===== src/rtl/dacb_pkg.sv =====
package dacb_pkg;

   // Byte offsets decoded by the bank.
   localparam int unsigned OFS_MODE   = 32'h02;
   localparam int unsigned OFS_CTLW   = 32'h12;
   localparam int unsigned OFS_DATA0  = 32'h14;
   localparam int unsigned OFS_STRIDE = 2;

   // Mode register bit positions.
   localparam int unsigned MODE_EN_BIT  = 1;
   localparam int unsigned MODE_BUF_BIT = 0;

   // Control word bases; channel x sits at base minus x.
   localparam int unsigned CTLW_GAIN_TOP = 11;
   localparam int unsigned CTLW_BIP_TOP  = 7;

   localparam int unsigned HOST_DW = 16;

   typedef struct packed {
      logic mode_wr;
      logic mode_rd;
      logic ctlw_wr;
      logic ctlw_rd;
   } dacb_strobe_t;

   function automatic int unsigned gain_pos(input int unsigned ch);
      return CTLW_GAIN_TOP - ch;
   endfunction

   function automatic int unsigned bip_pos(input int unsigned ch);
      return CTLW_BIP_TOP - ch;
   endfunction

endpackage


===== src/rtl/dacb_decode.sv =====
module dacb_decode
   import dacb_pkg::*;
#(
   parameter int unsigned ADDR_W = 8,
   parameter int unsigned NUM_CH = 4
) (
   input  logic              req,
   input  logic              we,
   input  logic [ADDR_W-1:0] addr,
   output dacb_strobe_t      st,
   output logic [NUM_CH-1:0] data_wr
);

   localparam logic [ADDR_W-1:0] A_MODE = ADDR_W'(OFS_MODE);
   localparam logic [ADDR_W-1:0] A_CTLW = ADDR_W'(OFS_CTLW);

   if (ADDR_W < 5 || ADDR_W > 16) begin : g_bad_addr
      $error("dacb_decode: ADDR_W must lie in 5..16");
   end

   logic wr_cyc;
   logic rd_cyc;

   assign wr_cyc = req & we;
   assign rd_cyc = req & ~we;

   assign st.mode_wr = wr_cyc & (addr == A_MODE);
   assign st.mode_rd = rd_cyc & (addr == A_MODE);
   assign st.ctlw_wr = wr_cyc & (addr == A_CTLW);
   assign st.ctlw_rd = rd_cyc & (addr == A_CTLW);

   for (genvar i = 0; i < NUM_CH; i++) begin : g_data_dec
      localparam logic [ADDR_W-1:0] A_DATA = ADDR_W'(OFS_DATA0 + OFS_STRIDE * i);
      assign data_wr[i] = wr_cyc & (addr == A_DATA);
   end

endmodule


===== src/rtl/dacb_ctrl.sv =====
module dacb_ctrl
   import dacb_pkg::*;
#(
   parameter int unsigned NUM_CH = 4
) (
   input  logic               clk,
   input  logic               rst_n,
   input  dacb_strobe_t       st,
   input  logic [HOST_DW-1:0] wdata,
   output logic               dac_en,
   output logic               buf_mode,
   output logic [NUM_CH-1:0]  gain_act,
   output logic [NUM_CH-1:0]  bip_act
);

   if (NUM_CH < 1 || NUM_CH > 4) begin : g_bad_ch
      $error("dacb_ctrl: NUM_CH must lie in 1..4");
   end

   logic [NUM_CH-1:0] gain_pend;
   logic [NUM_CH-1:0] bip_pend;
   logic [NUM_CH-1:0] gain_in;
   logic [NUM_CH-1:0] bip_in;
   logic              unused_wbits;

   assign unused_wbits = ^wdata;

   always_comb begin
      for (int i = 0; i < NUM_CH; i++) begin
         gain_in[i] = wdata[gain_pos(i)];
         bip_in[i]  = wdata[bip_pos(i)];
      end
   end

   // Mode register: direct effect on write.
   always_ff @(posedge clk or negedge rst_n) begin
      if (!rst_n) begin
         dac_en   <= 1'b0;
         buf_mode <= 1'b0;
      end else if (st.mode_wr) begin
         dac_en   <= wdata[MODE_EN_BIT];
         buf_mode <= wdata[MODE_BUF_BIT];
      end
   end

   // Staged control word.
   always_ff @(posedge clk or negedge rst_n) begin
      if (!rst_n) begin
         gain_pend <= '0;
         bip_pend  <= '0;
      end else if (st.ctlw_wr) begin
         gain_pend <= gain_in;
         bip_pend  <= bip_in;
      end
   end

   // Active settings follow a read of the control offset.
   always_ff @(posedge clk or negedge rst_n) begin
      if (!rst_n) begin
         gain_act <= '0;
         bip_act  <= '0;
      end else if (st.ctlw_rd) begin
         gain_act <= gain_pend;
         bip_act  <= bip_pend;
      end
   end

   AST_CTL_ONLY_ON_READ: assert property (@(posedge clk) disable iff (!rst_n)
      !st.ctlw_rd |=> ($stable(gain_act) && $stable(bip_act)));

endmodule


===== src/rtl/dacb_chan.sv =====
module dacb_chan #(
   parameter int unsigned DATA_W = 12
) (
   input  logic              clk,
   input  logic              rst_n,
   input  logic              wr,
   input  logic [DATA_W-1:0] wdata,
   input  logic              buf_mode,
   input  logic              xfer,
   input  logic              dac_en,
   output logic [DATA_W-1:0] code
);

   if (DATA_W < 1 || DATA_W > 16) begin : g_bad_dw
      $error("dacb_chan: DATA_W must lie in 1..16");
   end

   logic [DATA_W-1:0] staged;
   logic [DATA_W-1:0] live;
   logic              do_xfer;
   logic              do_direct;

   assign do_xfer   = buf_mode & xfer;
   assign do_direct = ~buf_mode & wr;

   always_ff @(posedge clk or negedge rst_n) begin
      if (!rst_n) begin
         staged <= '0;
      end else if (wr) begin
         staged <= wdata;
      end
   end

   always_ff @(posedge clk or negedge rst_n) begin
      if (!rst_n) begin
         live <= '0;
      end else if (do_direct) begin
         live <= wdata;
      end else if (do_xfer) begin
         live <= staged;
      end
   end

   assign code = dac_en ? live : '0;

   AST_BUF_HOLD: assert property (@(posedge clk) disable iff (!rst_n)
      (buf_mode && !xfer) |=> $stable(live));

   AST_DIRECT_WRITE: assert property (@(posedge clk) disable iff (!rst_n)
      (!buf_mode && wr) |=> (live == $past(wdata)));

   AST_XFER_COPY: assert property (@(posedge clk) disable iff (!rst_n)
      (buf_mode && xfer) |=> (live == $past(staged)));

   AST_DIRECT_NO_XFER: assert property (@(posedge clk) disable iff (!rst_n)
      (!buf_mode && !wr) |=> $stable(live));

endmodule


===== src/rtl/dac_dbuf_bank.sv =====
module dac_dbuf_bank
   import dacb_pkg::*;
#(
   parameter int unsigned ADDR_W = 8,
   parameter int unsigned NUM_CH = 4,
   parameter int unsigned DATA_W = 12
) (
   input  logic                     clk,
   input  logic                     rst_n,
   input  logic                     host_req,
   input  logic                     host_we,
   input  logic [ADDR_W-1:0]        host_addr,
   input  logic [15:0]              host_wdata,
   output logic [NUM_CH*DATA_W-1:0] code_out,
   output logic [NUM_CH-1:0]        gain_out,
   output logic [NUM_CH-1:0]        bipolar_out
);

   localparam int unsigned CODE_W = NUM_CH * DATA_W;

   dacb_strobe_t      st;
   logic [NUM_CH-1:0] data_wr;
   logic              dac_en;
   logic              buf_mode;

   dacb_decode #(
      .ADDR_W (ADDR_W),
      .NUM_CH (NUM_CH)
   ) u_decode (
      .req     (host_req),
      .we      (host_we),
      .addr    (host_addr),
      .st      (st),
      .data_wr (data_wr)
   );

   dacb_ctrl #(
      .NUM_CH (NUM_CH)
   ) u_ctrl (
      .clk      (clk),
      .rst_n    (rst_n),
      .st       (st),
      .wdata    (host_wdata),
      .dac_en   (dac_en),
      .buf_mode (buf_mode),
      .gain_act (gain_out),
      .bip_act  (bipolar_out)
   );

   for (genvar i = 0; i < NUM_CH; i++) begin : g_ch
      dacb_chan #(
         .DATA_W (DATA_W)
      ) u_chan (
         .clk      (clk),
         .rst_n    (rst_n),
         .wr       (data_wr[i]),
         .wdata    (host_wdata[DATA_W-1:0]),
         .buf_mode (buf_mode),
         .xfer     (st.mode_rd),
         .dac_en   (dac_en),
         .code     (code_out[i*DATA_W +: DATA_W])
      );
   end

   AST_DISABLE_ZERO: assert property (@(posedge clk) disable iff (!rst_n)
      (host_req && host_we && (host_addr == ADDR_W'(OFS_MODE)) && !host_wdata[MODE_EN_BIT])
      |=> (code_out == CODE_W'(0)));

endmodule


===== config.mk =====
export PLATFORM = sky130hd
export DESIGN_NAME = dac_dbuf_bank
export DESIGN_NICKNAME = d
export VERILOG_FILES = /design/src/rtl/dacb_pkg.sv /design/src/rtl/dacb_decode.sv /design/src/rtl/dacb_ctrl.sv /design/src/rtl/dacb_chan.sv /design/src/rtl/dac_dbuf_bank.sv
export SDC_FILE = /design/constraint.sdc
export NUM_CORES = 1
export LEC_CHECK = 0
export ABC_AREA = 1
export CAP_MARGIN = 15
export CORE_MARGIN = 3
export CORE_UTILIZATION = 30
export DETAILED_ROUTE_END_ITERATION = 10
export PLACE_DENSITY = 0.57
export SLEW_MARGIN = 30
export SYNTH_ARGS = -nofsm -noshare
export SYNTH_HDL_FRONTEND = slang
export SYNTH_SLANG_ARGS = --single-unit

===== constraint.sdc =====
create_clock -name clk -period 2.22 [get_ports clk]
set_clock_uncertainty 0.15 [all_clocks]
set_input_delay 0.444 -clock clk [delete_from_list [all_inputs] [get_ports clk]]
set_output_delay 0.444 -clock clk [all_outputs]
set_load 0.05 [all_outputs]

==> key figures <==
GRT
  • Tot GR Track Use: 15.7%
  • First-pass GRT wire length: 24500 um
  • Gr ovfl total: 0
  • Vias in the first global route: 4644
  • Largest net degree at the start of global routing: 53
  • Antenna violations before repair: 0

Min path
  • Hold WC Path Type: register to register
  • Hold depth: 2

Floorplan
  • Core footprint: 17500 um2
  • Die Span X: 141 um
  • # IOs: 84
  • Die height: 141 um
  • DIE AREA: 19800 um2
  • Initial core utilization: 31.1%
  • Count of standard-cell rows: 48

Logic synthesis
  • Yosys reg bits: 114
  • Number of synthesis warnings: 0
  • Yosys cell types: 18
  • Biggest area consumer among synthesized cells: dfrtp_1
  • Post-Syn Area: 5450 um2
  • Asr flop ratio synth: 100%
  • Post-synthesis cell count: 708
  • Most common cell in the netlist: nand2_1
  • Post-synth top cells: nand2_1 (136), nand3_1 (115), dfrtp_1 (114)
  • Post-synth EDFFs: 0
  • Post-synthesis sequential area ratio: 52.3%
  • Post-synth top area share: 52.3%
  • Main synth FF type: dfrtp_1
  • Mean Syn Cell Area: 7.70 um2
  • Area contributors post-synth: dfrtp_1 (52%), nand3_1 (11%), nand2_1 (9.4%)
  • Post-synth net total: 736

Setup path
  • WP data arrival: 1.56 ns
  • Buffers & Inverters on Critical Path: 1
  • CP max FO: 2
  • Element type at the critical path start: register
  • Critical Path, Cell by Cell: clkdlybuf4s50_1
  • CP max stage cell: clkdlybuf4s50_1
  • Worst EP required: 1.63 ns
  • CP Depth: 1
  • Kind of critical path: register to primary output
  • Crit end category: primary output
  • CP top delay family: buffers and inverters
  • CP max stage delay: 0.80 ns
  • Reg2Reg Depth: 6

Layout
  • Post-layout util: 45.2%
  • Ant diodes: 0
  • Share of cells above drive strength 1: 15.9%
  • Fin nets: 839
  • Fillcell total: 1735
  • Area grow syn2layout: 45.5%

Power and ir drop
  • Clock power share: 53.9%
  • Maximum vdd ir drop: 0.663 mV
  • Seq pwr share: 40.5%
  • Leak Pwr: 4.15 nW
  • Pwr/cell area: 682 nW/um2
  • Internal power: 0.00424 W
  • Combinational share of power: 5.5%
  • Switching Share: 21.4%
  • P_sw: 0.00116 W

Clock network
  • Clock Latency Late Sink: 0.41 ns
  • Clock Pin Slew Worst Setup and Hold Paths: 0.05 ns
  • CTS H-tree lvls: 4
  • CTS Sinks: 114
  • CTS root buf: clkbuf_16
  • Num CTS Buffers: 17
  • Setup bufs post-CTS: 0
  • CTS tree: done
  • Clock Path Buffers: 2

Flow run
  • Max_cap viols: 0

STA
  • F_max: 464 MHz
  • Setup Viol. Count Final: 0
  • Fin crit period: 2.16 ns
  • Final period utilization: 97.1%
  • Hold Violations, Final: 0
  • RSZ-0062 raised after global routing: false
  • Least-Margin Pin Slew: 0.499 ns
  • Slew headroom: 66.7%
  • Max-slew violations: 0
  • Final setup margin: 0.0642 ns

Route
  • DR WL/cell: 14.2 um
  • Vias per cell: 4.66
  • # DRC: 0
  • Antenna viol nets, final: 0
  • Final WL: 14800 um
  • Vias: 4876
  • DR pass1 iterations: 5
  • DRT iter0 DRCs: 350

Placed design
  • Hpwl dp: 10500 um
  • Input/output buffers: 79
  • Pre-CTS setup slack: -0.0397 ns
  • Placer Congestion: 0.827

Outcome
  • Status: finished, final reports clean
timing repair:
| action | CTS | global route |
|---|---|---|
| hold buffers | 1 | 0 |
| gates resized for setup | 0 | 2 |
| endpoints found under the setup margin | 0 | 2 |
| hold endpoints to repair | 27 | 0 |
final timing paths:
path,start,to,slack (ns)
setup / recovery,u_ctrl.gain_act[0],gain_out[0],0.06
hold / removal,u_ctrl.bip_act[1],u_ctrl.bip_act[1],0.33
setup reg to reg,u_ctrl.buf_mode,g_ch[2].u_chan.live[4],0.60
hold reg to reg,u_ctrl.bip_act[1],u_ctrl.bip_act[1],0.33
max in group asynchronous,rst_n,g_ch[0].u_chan.live[1],0.96
min in group asynchronous,rst_n,g_ch[2].u_chan.staged[10],0.37
sequential cells by signal, summed over array words and instances (netlist names):
name and count:
u_ctrl.dac_en 1, u_ctrl.gain_act 4, g_ch.u_chan.live 48, u_ctrl.bip_pend 4, g_ch.u_chan.staged 48, u_ctrl.buf_mode 1
u_ctrl.gain_pend 4, u_ctrl.bip_act 4
cell usage in the layout (no fill, tap or decap), types with 2 or more instances in the layout:
| cell type | n |
|---|---|
| dfrtp_1 | 114 |
| clkbuf_8 | 4 |
| inv_2 | 2 |
| clkdlybuf4s50_1 | 28 |
| clkinv_2 | 2 |
| clkinvlp_4 | 2 |
| inv_1 | 112 |
| nand3_1 | 115 |
| a21oi_1 | 23 |
| o21ai_0 | 43 |
| nor2_2 | 2 |
| clkbuf_16 | 17 |
| nand4_1 | 24 |
| nand2_2 | 2 |
| nor2_4 | 2 |
| nand2_1 | 136 |
| buf_4 | 33 |
| buf_12 | 59 |
| nor2_1 | 92 |
| dlymetal6s2s_1 | 2 |
| bufinv_16 | 4 |
stage by stage:
stage	TNS [ns]	instances	cell area, um2	hold WS, ns	total power, W
final	0	1047	7930	0.333	0.00540
after global routing	0	1047	7930	0.357	0.00558
after CTS	0	1047	7920	0.337	0.00544
after detailed placement	-0.144	1016	7280	0.269	0.00253
after global placement	-0.0630	1016	7280	0.264	0.00252
after floorplan	0	708	5450	-0.00159	0.00234
cells by family after synthesis:
family                 count (synthesis)  share of synthesized area, %
AND/OR/NAND/NOR                      375                          30.3
buffers and inverters                153                          11.2
flip-flops                           114                          52.3
AO/OA/AOI/OAI                         66                          6.06
layout make-up:
| cell class | instances | area [um2] | share of cell area (%) |
|---|---|---|---|
| timing repair buffer | 123 | 1740 | 22.0 |
| multi-input combinational | 441 | 1990 | 25.1 |
| tap | 225 | 282 | 3.55 |
| inverter | 114 | 428 | 5.40 |
| clock buffer | 21 | 480 | 6.06 |
| sequential | 114 | 2850 | 36.0 |
| clock inverter | 9 | 154 | 1.94 |
metal layers:
layer  vias up  part of all wire, %  global-route usage [%]
met4         0                  1.1                    5.71
met2       159                   45                    24.0
li1       2437                    -                       -
met5         -                    0                       0
met1      2270                   48                    21.8
met3        10                  5.9                    3.53
power by group through the flow:
| stage | Clock, W | Combinational (W) | Sequential [W] |
|---|---|---|---|
| after floorplan | 0 | 0.000127 | 0.00222 |
| after global placement | 0 | 0.000298 | 0.00222 |
| after detailed placement | 0 | 0.000302 | 0.00223 |
| after CTS | 0.00295 | 0.000306 | 0.00219 |
| after global routing | 0.00305 | 0.000337 | 0.00220 |
| final | 0.00291 | 0.000300 | 0.00219 |
Note: power is estimated with default switching activity, not from simulation.
